[src/rtl/lbe_pkg.sv]
// Shared helpers for the linear mask bias evaluator.
// Assumes widths are multiples of four and at most 64 bits.
package lbe_pkg;

    // Fixed 4-bit substitution applied to every nibble
    function automatic logic [3:0] sbox(input logic [3:0] v);
        case (v)
            4'h0: sbox = 4'hC;  4'h1: sbox = 4'h5;  4'h2: sbox = 4'h6;  4'h3: sbox = 4'hB;
            4'h4: sbox = 4'h9;  4'h5: sbox = 4'h0;  4'h6: sbox = 4'hA;  4'h7: sbox = 4'hD;
            4'h8: sbox = 4'h3;  4'h9: sbox = 4'hE;  4'hA: sbox = 4'hF;  4'hB: sbox = 4'h8;
            4'hC: sbox = 4'h4;  4'hD: sbox = 4'h7;  4'hE: sbox = 4'h1;  default: sbox = 4'h2;
        endcase
    endfunction

    // Destination bit of source bit b in the width-n permutation
    function automatic int perm_dst(input int b, input int n);
        if (b == n - 1) return n - 1;
        return (b * (n / 4)) % (n - 1);
    endfunction

    // Round key r derived from a 64-bit seed (truncated by the user)
    function automatic logic [63:0] round_key(input logic [63:0] seed, input int r);
        return seed ^ (64'h9E37_79B9_7F4A_7C15 * 64'(r));
    endfunction

endpackage

[src/rtl/lbe_sweep.sv]
// Sweep controller: walks the plaintext space once per accepted start,
// tracks the active window and the done flag.
// Assumes drain_last_i pulses once, when the final plaintext leaves the last tap.
module lbe_sweep #(
    parameter int N_BITS = 16
) (
    input  logic              clk,
    input  logic              rst_n,
    input  logic              start_i,
    input  logic              drain_last_i,
    output logic              clr_o,
    output logic              active_o,
    output logic              run_o,
    output logic [N_BITS-1:0] pt_o,
    output logic              done_o
);
    localparam logic [N_BITS-1:0] PT_LAST = '1;

    // A start is honoured only when no sweep is in flight
    assign clr_o = start_i & ~active_o;

    // Plaintext counter, run window, active window and done flag
    always_ff @(posedge clk) begin
        if (!rst_n) begin
            active_o <= 1'b0;
            run_o    <= 1'b0;
            pt_o     <= '0;
            done_o   <= 1'b0;
        end else if (clr_o) begin
            active_o <= 1'b1;
            run_o    <= 1'b1;
            pt_o     <= '0;
            done_o   <= 1'b0;
        end else begin
            if (run_o) begin
                pt_o <= pt_o + 1'b1;
                if (pt_o == PT_LAST) run_o <= 1'b0;
            end
            if (drain_last_i) begin
                active_o <= 1'b0;
                done_o   <= 1'b1;
            end
        end
    end
endmodule

[src/rtl/lbe_stage.sv]
// One registered cipher stage. It carries the plaintext and a valid bit
// alongside the state. With KEY_ONLY set it only adds KEY; otherwise it
// applies the S-box layer, the bit permutation, then the key.
// Assumes N_BITS is a multiple of four.
module lbe_stage #(
    parameter int              N_BITS   = 16,
    parameter logic [N_BITS-1:0] KEY    = '0,
    parameter bit              KEY_ONLY = 1'b0
) (
    input  logic              clk,
    input  logic              rst_n,
    input  logic              valid_i,
    input  logic [N_BITS-1:0] pt_i,
    input  logic [N_BITS-1:0] st_i,
    output logic              valid_o,
    output logic [N_BITS-1:0] pt_o,
    output logic [N_BITS-1:0] st_o
);
    localparam int NIB = N_BITS / 4;

    logic [N_BITS-1:0] mixed;

    generate
        if (KEY_ONLY) begin : g_key_only
            assign mixed = st_i;
        end else begin : g_round
            logic [N_BITS-1:0] subd;
            for (genvar q = 0; q < NIB; q++) begin : g_sub
                assign subd[4*q +: 4] = lbe_pkg::sbox(st_i[4*q +: 4]);
            end
            for (genvar b = 0; b < N_BITS; b++) begin : g_perm
                assign mixed[lbe_pkg::perm_dst(b, N_BITS)] = subd[b];
            end
        end
    endgenerate

    // Register the keyed state together with its plaintext and valid bit
    always_ff @(posedge clk) begin
        if (!rst_n) begin
            valid_o <= 1'b0;
            pt_o    <= '0;
            st_o    <= '0;
        end else begin
            valid_o <= valid_i;
            pt_o    <= pt_i;
            st_o    <= mixed ^ KEY;
        end
    end
endmodule

[src/rtl/lbe_tally.sv]
// Counter group for one round tap: one counter per input/output mask pair.
// The group is one segment of the readout chain.
// Assumes shift_i and valid_i are never high together (the top gates shift).
module lbe_tally #(
    parameter int                  N_BITS    = 16,
    parameter int                  N_IN      = 2,
    parameter int                  N_OUT     = 2,
    parameter logic [N_IN*64-1:0]  IN_MASKS  = '0,
    parameter logic [N_OUT*64-1:0] OUT_MASKS = '0
) (
    input  logic              clk,
    input  logic              rst_n,
    input  logic              clr_i,
    input  logic              shift_i,
    input  logic              valid_i,
    input  logic [N_BITS-1:0] pt_i,
    input  logic [N_BITS-1:0] st_i,
    input  logic [N_BITS:0]   chain_i,
    output logic [N_BITS:0]   chain_o
);
    localparam int NP = N_IN * N_OUT;
    localparam int CW = N_BITS + 1;

    logic [N_IN-1:0]  a_par;
    logic [N_OUT-1:0] b_par;
    logic [CW-1:0]    cnt [NP];

    generate
        for (genvar i = 0; i < N_IN; i++) begin : g_apar
            localparam logic [N_BITS-1:0] AM = N_BITS'(IN_MASKS[64*i +: 64]);
            assign a_par[i] = ^(pt_i & AM);
        end
        for (genvar j = 0; j < N_OUT; j++) begin : g_bpar
            localparam logic [N_BITS-1:0] BM = N_BITS'(OUT_MASKS[64*j +: 64]);
            assign b_par[j] = ^(st_i & BM);
        end
    endgenerate

    // Clear, shift along the chain, or count parity agreement
    always_ff @(posedge clk) begin
        if (!rst_n || clr_i) begin
            for (int p = 0; p < NP; p++) cnt[p] <= '0;
        end else if (shift_i) begin
            cnt[0] <= chain_i;
            for (int p = 1; p < NP; p++) cnt[p] <= cnt[p-1];
        end else if (valid_i) begin
            for (int i = 0; i < N_IN; i++)
                for (int j = 0; j < N_OUT; j++)
                    if (a_par[i] == b_par[j]) cnt[i*N_OUT+j] <= cnt[i*N_OUT+j] + 1'b1;
        end
    end

    assign chain_o = cnt[NP-1];
endmodule

[src/rtl/lin_bias_eval.sv]
// Exhaustive linear mask bias evaluator for one hard-coded key.
// It sweeps every plaintext through a pipelined round chain and counts
// parity agreement per mask pair at each tapped round. Results are read
// out through a word-wide shift chain.
// Assumes N_BITS is a multiple of four (16..40) and FIRST_TAP >= 1.
module lin_bias_eval #(
    parameter int                  N_BITS    = 16,
    parameter int                  FIRST_TAP = 8,
    parameter int                  N_TAPS    = 5,
    parameter int                  N_IN      = 2,
    parameter int                  N_OUT     = 2,
    parameter logic [63:0]         KEY_SEED  = 64'h5A17_C3E9_0B62_D48F,
    parameter logic [N_IN*64-1:0]  IN_MASKS  = {64'h0000_0000_0000_00F0, 64'h0},
    parameter logic [N_OUT*64-1:0] OUT_MASKS = {64'h0000_0000_0000_0101, 64'h0}
) (
    input  logic            clk,
    input  logic            rst_n,
    input  logic            start_i,
    input  logic            shift_i,
    input  logic [N_BITS:0] chain_i,
    output logic [N_BITS:0] chain_o,
    output logic            done_o
);
    localparam int CW    = N_BITS + 1;
    localparam int DEPTH = FIRST_TAP + N_TAPS - 1;
    localparam logic [N_BITS-1:0] PT_LAST = '1;

    logic              clr;
    logic              active;
    logic              run;
    logic [N_BITS-1:0] pt;
    logic              drain_last;
    logic              shift_en;

    logic              stg_v  [DEPTH+1];
    logic [N_BITS-1:0] stg_pt [DEPTH+1];
    logic [N_BITS-1:0] stg_st [DEPTH+1];
    logic [CW-1:0]     link   [N_TAPS+1];

    assign drain_last = stg_v[DEPTH] && (stg_pt[DEPTH] == PT_LAST);
    assign shift_en   = shift_i & ~active;

    lbe_sweep #(.N_BITS(N_BITS)) u_sweep (
        .clk          (clk),
        .rst_n        (rst_n),
        .start_i      (start_i),
        .drain_last_i (drain_last),
        .clr_o        (clr),
        .active_o     (active),
        .run_o        (run),
        .pt_o         (pt),
        .done_o       (done_o)
    );

    generate
        for (genvar s = 0; s <= DEPTH; s++) begin : g_stage
            localparam logic [N_BITS-1:0] RK = N_BITS'(lbe_pkg::round_key(KEY_SEED, s));
            if (s == 0) begin : g_first
                lbe_stage #(.N_BITS(N_BITS), .KEY(RK), .KEY_ONLY(1'b1)) u_stage (
                    .clk(clk), .rst_n(rst_n),
                    .valid_i(run), .pt_i(pt), .st_i(pt),
                    .valid_o(stg_v[s]), .pt_o(stg_pt[s]), .st_o(stg_st[s])
                );
            end else begin : g_next
                lbe_stage #(.N_BITS(N_BITS), .KEY(RK), .KEY_ONLY(1'b0)) u_stage (
                    .clk(clk), .rst_n(rst_n),
                    .valid_i(stg_v[s-1]), .pt_i(stg_pt[s-1]), .st_i(stg_st[s-1]),
                    .valid_o(stg_v[s]), .pt_o(stg_pt[s]), .st_o(stg_st[s])
                );
            end
        end

        assign link[0] = chain_i;
        for (genvar t = 0; t < N_TAPS; t++) begin : g_tap
            lbe_tally #(
                .N_BITS(N_BITS), .N_IN(N_IN), .N_OUT(N_OUT),
                .IN_MASKS(IN_MASKS), .OUT_MASKS(OUT_MASKS)
            ) u_tally (
                .clk     (clk),
                .rst_n   (rst_n),
                .clr_i   (clr),
                .shift_i (shift_en),
                .valid_i (stg_v[FIRST_TAP+t]),
                .pt_i    (stg_pt[FIRST_TAP+t]),
                .st_i    (stg_st[FIRST_TAP+t]),
                .chain_i (link[t]),
                .chain_o (link[t+1])
            );
        end
    endgenerate

    assign chain_o = link[N_TAPS];
endmodule

[config.mk]
export PLATFORM = sky130hd
export DESIGN_NAME = lin_bias_eval
export DESIGN_NICKNAME = d
export VERILOG_FILES = /design/src/rtl/lbe_pkg.sv /design/src/rtl/lbe_sweep.sv /design/src/rtl/lbe_stage.sv /design/src/rtl/lbe_tally.sv /design/src/rtl/lin_bias_eval.sv
export SDC_FILE = /design/constraint.sdc
export NUM_CORES = 2
export LEC_CHECK = 0
export ABC_AREA = 0
export BUFFER_PORTS_ARGS = -buffer_cell sky130_fd_sc_hd__buf_2
export CAP_MARGIN = 20
export CORE_ASPECT_RATIO = 0.75
export CORE_MARGIN = 2
export CORE_UTILIZATION = 30
export CTS_CLUSTER_DIAMETER = 150
export DETAILED_ROUTE_END_ITERATION = 10
export GPL_TIMING_DRIVEN = 1
export SETUP_SLACK_MARGIN = 0.3
export SKIP_LAST_GASP = 1
export SLEW_MARGIN = 20
export SYNTH_ARGS = -nofsm -noshare
export SYNTH_HDL_FRONTEND = slang
export SYNTH_SLANG_ARGS = --single-unit
[constraint.sdc]
create_clock -name clk -period 3.06 [get_ports clk]
set_clock_uncertainty 0.05 [all_clocks]
set_input_delay 0.153 -clock clk [delete_from_list [all_inputs] [get_ports clk]]
set_output_delay 0.153 -clock clk [all_outputs]
set_load 0.005 [all_outputs]
==> Word-level counts from Yosys, hierarchy flattened <==
Memories as Yosys holds them, arrays and structs flattened. A register that Yosys moved wholly into a read port is not among the register bits.
Index checks and enable logic that the tools add are counted.
{ "totals": {"reg_bits": 393, "ramBits": 340, "romBits": 3008, "in_bits": 21, "memories": 52} }
{ "memory_table": {"columns": ["memory", "depth", "width", "read_ports", "rd_clocked_by_memory_dff", "wr", "line", "text"], "rows": [
  ["g_tap[0].u_tally.cnt", 4, 17, 4, 0, 4, "lbe_tally.sv:26", "logic [CW-1:0] cnt [NP];"],
  ["g_tap[1].u_tally.cnt", 4, 17, 4, 0, 4, "lbe_tally.sv:26", null],
  ["g_tap[2].u_tally.cnt", 4, 17, 4, 0, 4, "lbe_tally.sv:26", null],
  ["g_tap[3].u_tally.cnt", 4, 17, 4, 0, 4, "lbe_tally.sv:26", null],
  ["g_tap[4].u_tally.cnt", 4, 17, 4, 0, 4, "lbe_tally.sv:26", null],
  ["(name not given)", 16, 4, 1, 0, 0, "lbe_pkg.sv:7", "case (v)"],
  ["46 more memories", null, null, null, null, null, null, null]
]} }
{ "classes": {"addsub": 21, "eq_ne": 7, "n_mux": 166, "bitwise_logic": 57, "reduce_logical": 21} }
{ "ops": {"columns": ["op", "count"], "rows": [
  ["two-way mux 17 bit", 40],
  ["adder 17 x 1 -> 17 bit, second input constant", 20],
  ["XOR reduction 16 bit", 10],
  ["two-way mux 1 bit", 105],
  ["two-way mux 4 bit", 21],
  ["bitwise OR 1 bit", 40],
  ["== test 16 bit, second input constant", 2],
  ["NOT 7 bit", 4],
  ["NOT 9 bit", 3],
  ["adder 16 x 1 -> 16 bit, second input constant", 1],
  ["NOT 5 bit", 3],
  ["NOT 8 bit", 1],
  ["zero test 1 bit", 7],
  ["NOT 6 bit", 1],
  ["== test 1 bit", 5],
  ["NOT 4 bit", 1],
  ["bitwise AND 1 bit", 2],
  ["NOT 1 bit", 2],
  ["nonzero test 2 bit", 1],
  ["OR reduction 2 bit", 1],
  ["logical AND 1 bit", 1],
  ["logical OR 1 bit", 1]
]} }

==> Depth between registers and ports, before layout <==
{ "depth": {"ltp_word": 8, "depth_mapped": 12, "depth_no_buf": 11} }

==> By module <==
A second synthesis with hierarchy kept.
{ "hier_totals": {"hier_cells": 4008, "hier_area_um2": 41302.1} }
{ "modules_own_cells": {"columns": ["mod", "n_inst", "cells_each", "area_per_inst_um2"], "rows": [
  ["lbe_tally (g_tap[0].u_tally ...)", 4, 397, 4078.9],
  ["lbe_tally (g_tap[4].u_tally)", 1, 407, 4150.2],
  ["lbe_stage (g_stage[6].g_next.u_stage)", 1, 152, 1605.3],
  ["lbe_stage (g_stage[11].g_next.u_stage)", 1, 156, 1599.0],
  ["lbe_stage (g_stage[2].g_next.u_stage)", 1, 153, 1599.0],
  ["lbe_stage (g_stage[12].g_next.u_stage)", 1, 155, 1596.5],
  ["lbe_stage (g_stage[8].g_next.u_stage)", 1, 152, 1596.5],
  ["lbe_stage (g_stage[10].g_next.u_stage)", 1, 146, 1590.3],
  ["lbe_stage (g_stage[3].g_next.u_stage)", 1, 168, 1586.5],
  ["lbe_stage (g_stage[7].g_next.u_stage)", 1, 154, 1584.0],
  ["lbe_stage (g_stage[9].g_next.u_stage)", 1, 157, 1580.3],
  ["lbe_stage (g_stage[1].g_next.u_stage)", 1, 151, 1575.3],
  ["lbe_stage (g_stage[5].g_next.u_stage)", 1, 152, 1572.8],
  ["lbe_stage (g_stage[4].g_next.u_stage)", 1, 145, 1570.3],
  ["+3 rows", null, null, null]
]} }

==> Worst setup path before layout <==
Ideal clock, no wire load.
{ "synth_path": {"path_type": "register to register", "start": "register u_sweep.active_o", "end": "memory g_tap[3].u_tally.cnt[2][0] (netlist bit) (enable)", "setup_ps": 477, "t_arrival_ps": 1878, "required_time_ps": 2533, "path_slack_ps": 655, "path_stages_with_launch": 7, "synth_period_minus_slack_ps": 2405, "path_cell_list": "dfxtp_1 > o21bai_2 > buf_6 > and2_1 > buf_4 > clkbuf_1 > o21ai_0"} }
{ "synth_lines": {"columns": ["element", "line", "text"], "rows": [
  ["start, declared", "lbe_sweep.sv:12", "output logic active_o,"],
  ["start signal, assigned", "lbe_sweep.sv:25", "active_o <= 1'b0;"],
  ["start signal, assigned", "lbe_sweep.sv:30", "active_o <= 1'b1;"],
  ["start signal, assigned", "lbe_sweep.sv:40", "active_o <= 1'b0;"],
  ["end, declared", "lbe_tally.sv:26", null]
]} }

==> Worst setup path after layout <==
{ "layout_path": {"start": "register g_stage[3].g_next.u_stage.st_o[4]", "end": "register g_stage[5].g_next.u_stage.g_round.subd[10] (netlist name)"} }
{ "layout_via": {"elab_chain_cells": 2} }
{ "layout_lines": {"columns": ["element", "line", "text"], "rows": [
  ["start, declared", "lbe_stage.sv:17", "output logic [N_BITS-1:0] st_o"],
  ["start signal, assigned", "lbe_stage.sv:46", "st_o <= mixed ^ KEY;"],
  ["memory (16 x 4 bit)", null, null],
  ["two-way mux 4 bit (no source line)", null, null]
]} }
No other way between the ends.
A chain may end at the register's enable or synchronous reset.

==> impl_metrics.csv <==
group,metric,value,unit
setup_path,critPathBufInv,2,
grt,grt_overflow,0,
floorplanning,boundaryPins,39,
timing,finalHoldViolations,0,
place,place_congestion,0.7927,
routing,drc_errors,0,
hold_path,hold_path_class,"primary input to register",
routing,routed_via_density,4.660,
floorplanning,die_h,315.1,um
logic_synthesis,async_flop_share,0,
timing,worstMarginPinSlew,0.8587,ns
timing,clock.fmax,388.3,MHz
pwr,p_total,26.72,mW
finish,final_area,0.04340,sq mm
setup_path,critPathTopFamily,"multiplexers",
logic_synthesis,synth_edf_count,340,
logic_synthesis,ys_warn_count,0,
logic_synthesis,synth_cell_types,71,
clock_tree,cts_tree,"built",
logic_synthesis,ys_seq_area_frac,0.4808,
timing,grt_setup_unrepaired,"no",
routing,num_vias,26380,
setup_path,crit_chain,"inv_1, ha_1, mux4_2, and2_1, ha_1, mux4_2, inv_1",
clock_tree,cts_sinks,760,
timing,setup_violations,0,
setup_path,critPathSlowestCell,"mux4_2",
logic_synthesis,syn_area,0.03872,sq mm
routing,ant_nets,0,
place,io_buffer_count,38,
routing,wl_met2,32870,um
setup_path,end_kind,"register",
pwr,peakVddDrop,0.4081,mV
logic_synthesis,synthFlopType,"dfxtp_1",
routing,m1WireLength,41790,um
grt,grt_pass1_vias,25310,
grt,grt_pass1_wl,131900,um
routing,avgRoutedWirePerCell,14.05,um
logic_synthesis,synth_top_area_share,0.2637,
floorplanning,floorplan.die_area,0.1320,sq mm
floorplanning,core_area,0.1285,sq mm
timing,fin_crit_sh,0.8415,
timing,layout_min_cycle_time,2.575,ns
setup_path,reg2reg_setup_slack,0.48,ns
setup_path,crit_cells,7,
clock_tree,cts_max_level,3,
place,dpl.hpwl,55390,um
routing,first_pass_iters,7,
logic_synthesis,syn_nets,4092,
clock_tree,clk_pin_slew,0.06,ns
logic_synthesis,syn_avg_cell_area,10.06,sq um
hold_path,holdPathStages,5,
clock_tree,insertion_delay,0.65,ns
clock_tree,cts_max_path_buffers,3,
finish,syn_to_final_growth,12.08,%
routing,maxUsedRoutingLayer,"met4",
setup_path,reg2reg_depth,7,
setup_path,crit_arrival,3.10,ns
setup_path,worstPathRequired,3.58,ns
setup_path,setup.worst_path.start_class,"register",
grt,grt_max_degree,91,
flow_run,drv_cap,0,
setup_path,crit_path_max_fanout,6,
pwr,leakage,16.00,nW
logic_synthesis,synthTopCellsByArea,"edfxtp_1, dfxtp_1, ha_1",
finish,layout-drive-gt1-share,0.08446,
hold_path,hold_path_end,"g_tap[4].u_tally.cnt[3][7]",
setup_path,max_stage_delay,0.51,ns
routing,drt_wl_total,79500,um
routing,drtIter0Drc,1873,
setup_path,r2r-start,"g_stage[3].g_next.u_stage.st_o[4]",
setup_path,criticalPathCategory,"register to register",
logic_synthesis,synth-seq-cells,760,
routing,met3WireLength,3265,um
logic_synthesis,synthCells,3848,
clock_tree,numCtsBuffers,79,
timing,fin_tns_setup,0,ns
logic_synthesis,yosysTopAreaCell,"edfxtp_1",
outcome,outcome,"finished clean",
hold_path,hold_path.startpoint,"shift_i",
pwr,p_per_area,615.6,mW/mm^2
finish,fillCellCount,12910,
timing,maxSlewViolCount,0,
clock_tree,root_buffer,"clkbuf_16",
place,place_area,0.04066,sq mm
finish,final_net_count,4097,
grt,track_usage,0.1198,
grt,antenna_found_initial,1,
floorplanning,fp.dieW,418.9,um
floorplanning,rows,114,
setup_path,worstReg2RegEnd,"g_stage[5].g_next.u_stage.g_round.subd[10]",
timing,relSlewSlack,0.4275,
floorplanning,start_util,0.3013,
## through the flow
stage	setup WS [ns]	cells	utilization	hold WS, ns
2_1_floorplan	0.6550	3848	-	0.2577
3_3_place_gp	0.5803	5493	0.3164	0.3154
3_5_place_dp	0.5206	5493	0.3164	0.3153
4_1_cts	0.4631	5659	0.3376	0.2132
5_1_grt	0.3211	5660	0.3377	0.2684
6_report	0.4849	5660	0.3377	0.2446
## area by class of cell
class,instances,area [sq um],area share
diodes,1,2.502,0.00005766
clock buffers,116,2263,0.05215
clock inverters,31,276.5,0.006371
well taps,1740,2177,0.05016
inverters,177,666.9,0.01537
repair buffers,109,818.3,0.01885
flip-flops and latches,760,18620,0.4290
multi-input cells,2726,18580,0.4281
## Yosys cell counts (4+ instances only)
master,n
edfxtp_1,340
nor3_1,27
buf_4,27
mux2_2,17
o21bai_1,4
o211ai_1,4
nand4_1,64
a21o_1,4
nand2_1,429
nor2b_1,39
mux4_2,44
buf_2,34
o31ai_1,9
nand3_1,121
nor4_1,10
buf_6,6
o21ai_1,6
a22o_1,12
and4_1,35
a211oi_2,32
dfxtp_1,420
mux2i_1,54
o22ai_1,19
a32o_1,7
xnor2_1,193
buf_1,16
inv_1,176
xor2_1,182
and3_1,46
a21oi_1,66
a31oi_1,5
o21ai_0,278
clkbuf_1,101
a2bb2oi_1,4
nor2_1,340
nor3b_1,24
o221ai_1,5
ha_1,223
nand2b_1,21
or3_1,4
and2_1,261
a211oi_1,93
## how the worst max path moves through the flow
stage | start | to | slack [ns]
2_1_floorplan | u_sweep.active_o | g_tap[3].u_tally.cnt[2][0] | 0.65
3_5_place_dp | g_stage[3].g_next.u_stage.st_o[0] | g_stage[5].g_next.u_stage.g_round.subd[14] | 0.52
5_1_grt | g_stage[3].g_next.u_stage.st_o[4] | g_stage[5].g_next.u_stage.g_round.subd[0] | 0.32
4_1_cts | g_stage[3].g_next.u_stage.st_o[0] | g_stage[5].g_next.u_stage.g_round.subd[14] | 0.46
3_3_place_gp | u_sweep.active_o | g_tap[0].u_tally.cnt[1][10] | 0.58
6_report | g_stage[3].g_next.u_stage.st_o[4] | g_stage[5].g_next.u_stage.g_round.subd[10] | 0.48
## timing repair
action | CTS | global route
gates resized for setup | 0 | 3
endpoints found under the setup margin | 0 | 3
hold buffers | 19 | 0
buffers inserted | 0 | 0
endpoints found under the hold margin | 50 | 0
## placed cells by master, fill, tap and decap left out, drive strengths merged, types with 4 or more instances in the layout
cell and instances:
nand2 429, a211oi 126, mux2i 54, a32o 7, ha 223, a21o 7, nor2 344, dfxtp 420
xnor2 193, clkbuf 116, o221ai 5, nor3b 24, edfxtp 340, nor3 27, or3 4, o21ai 285
a31oi 5, o21bai 5, dlygate4sd3 19, o22ai 19, nor4 10, clkinv 22, and2 261, o211ai 4
a22o 12, a2bb2oi 5, a21oi 66, o31ai 9, and3 47, xor2 182, buf 90, nor2b 39
inv 182, and4 35, mux2 17, nand4 64, mux4 44, nand2b 21, nand3 127
## where the power goes
| part | internal, mW | total [mW] | switching, mW |
|---|---|---|---|
| registers | 11.7 | 12.9 | 1.29 |
| logic | 2.13 | 4.30 | 2.17 |
| clock network | 5.36 | 9.48 | 4.12 |
| total | 19.1 | 26.7 | 7.57 |
## worst reg2reg max path: stages (launching register included)
cell and delay, ns:
dfxtp_1 0.45, inv_1 0.11, ha_1 0.35, mux4_2 0.51
and2_1 0.20, ha_1 0.32, mux4_2 0.47, inv_1 0.06
## state kept, by name (all words and copies together) (netlist names)
| name | cells |
|---|---|
| g_stage.g_first.u_stage.pt_o | 9 |
| g_stage.g_first.u_stage.st_o | 8 |
| g_stage.g_first.u_stage.valid_o | 1 |
| g_stage.g_next.u_stage.g_round.subd | 84 |
| g_stage.g_next.u_stage.pt_o | 192 |
| g_stage.g_next.u_stage.st_o | 95 |
| g_stage.g_next.u_stage.valid_o | 12 |
| g_tap.u_tally.cnt | 340 |
| u_sweep.active_o | 1 |
| u_sweep.done_o | 1 |
| u_sweep.pt_o | 16 |
| u_sweep.run_o | 1 |
## routing by layer
layer,vias up,track usage
li1,13240,-
met1,12580,0.1809
met2,448,0.1755
met3,107,0.01951
met4,0,0.03126
met5,-,0
## logic make-up (layout without fill, tap and decap cells)
logic type / count (synthesis) / after routing / share of synthesized area
AO/OA/AOI/OAI: 568 / 568 / 0.09367
multiplexers: 115 / 115 / 0.04449
other: 0 / 1 / 0
flip-flops: 760 / 760 / 0.4808
AND/OR/NAND/NOR: 1445 / 1445 / 0.1842
adder cells (fa/ha/maj): 223 / 223 / 0.07205
buffers and inverters: 362 / 433 / 0.04000
XOR/XNOR: 375 / 375 / 0.08482
No activity file was read; power rests on OpenSTA's default activity.
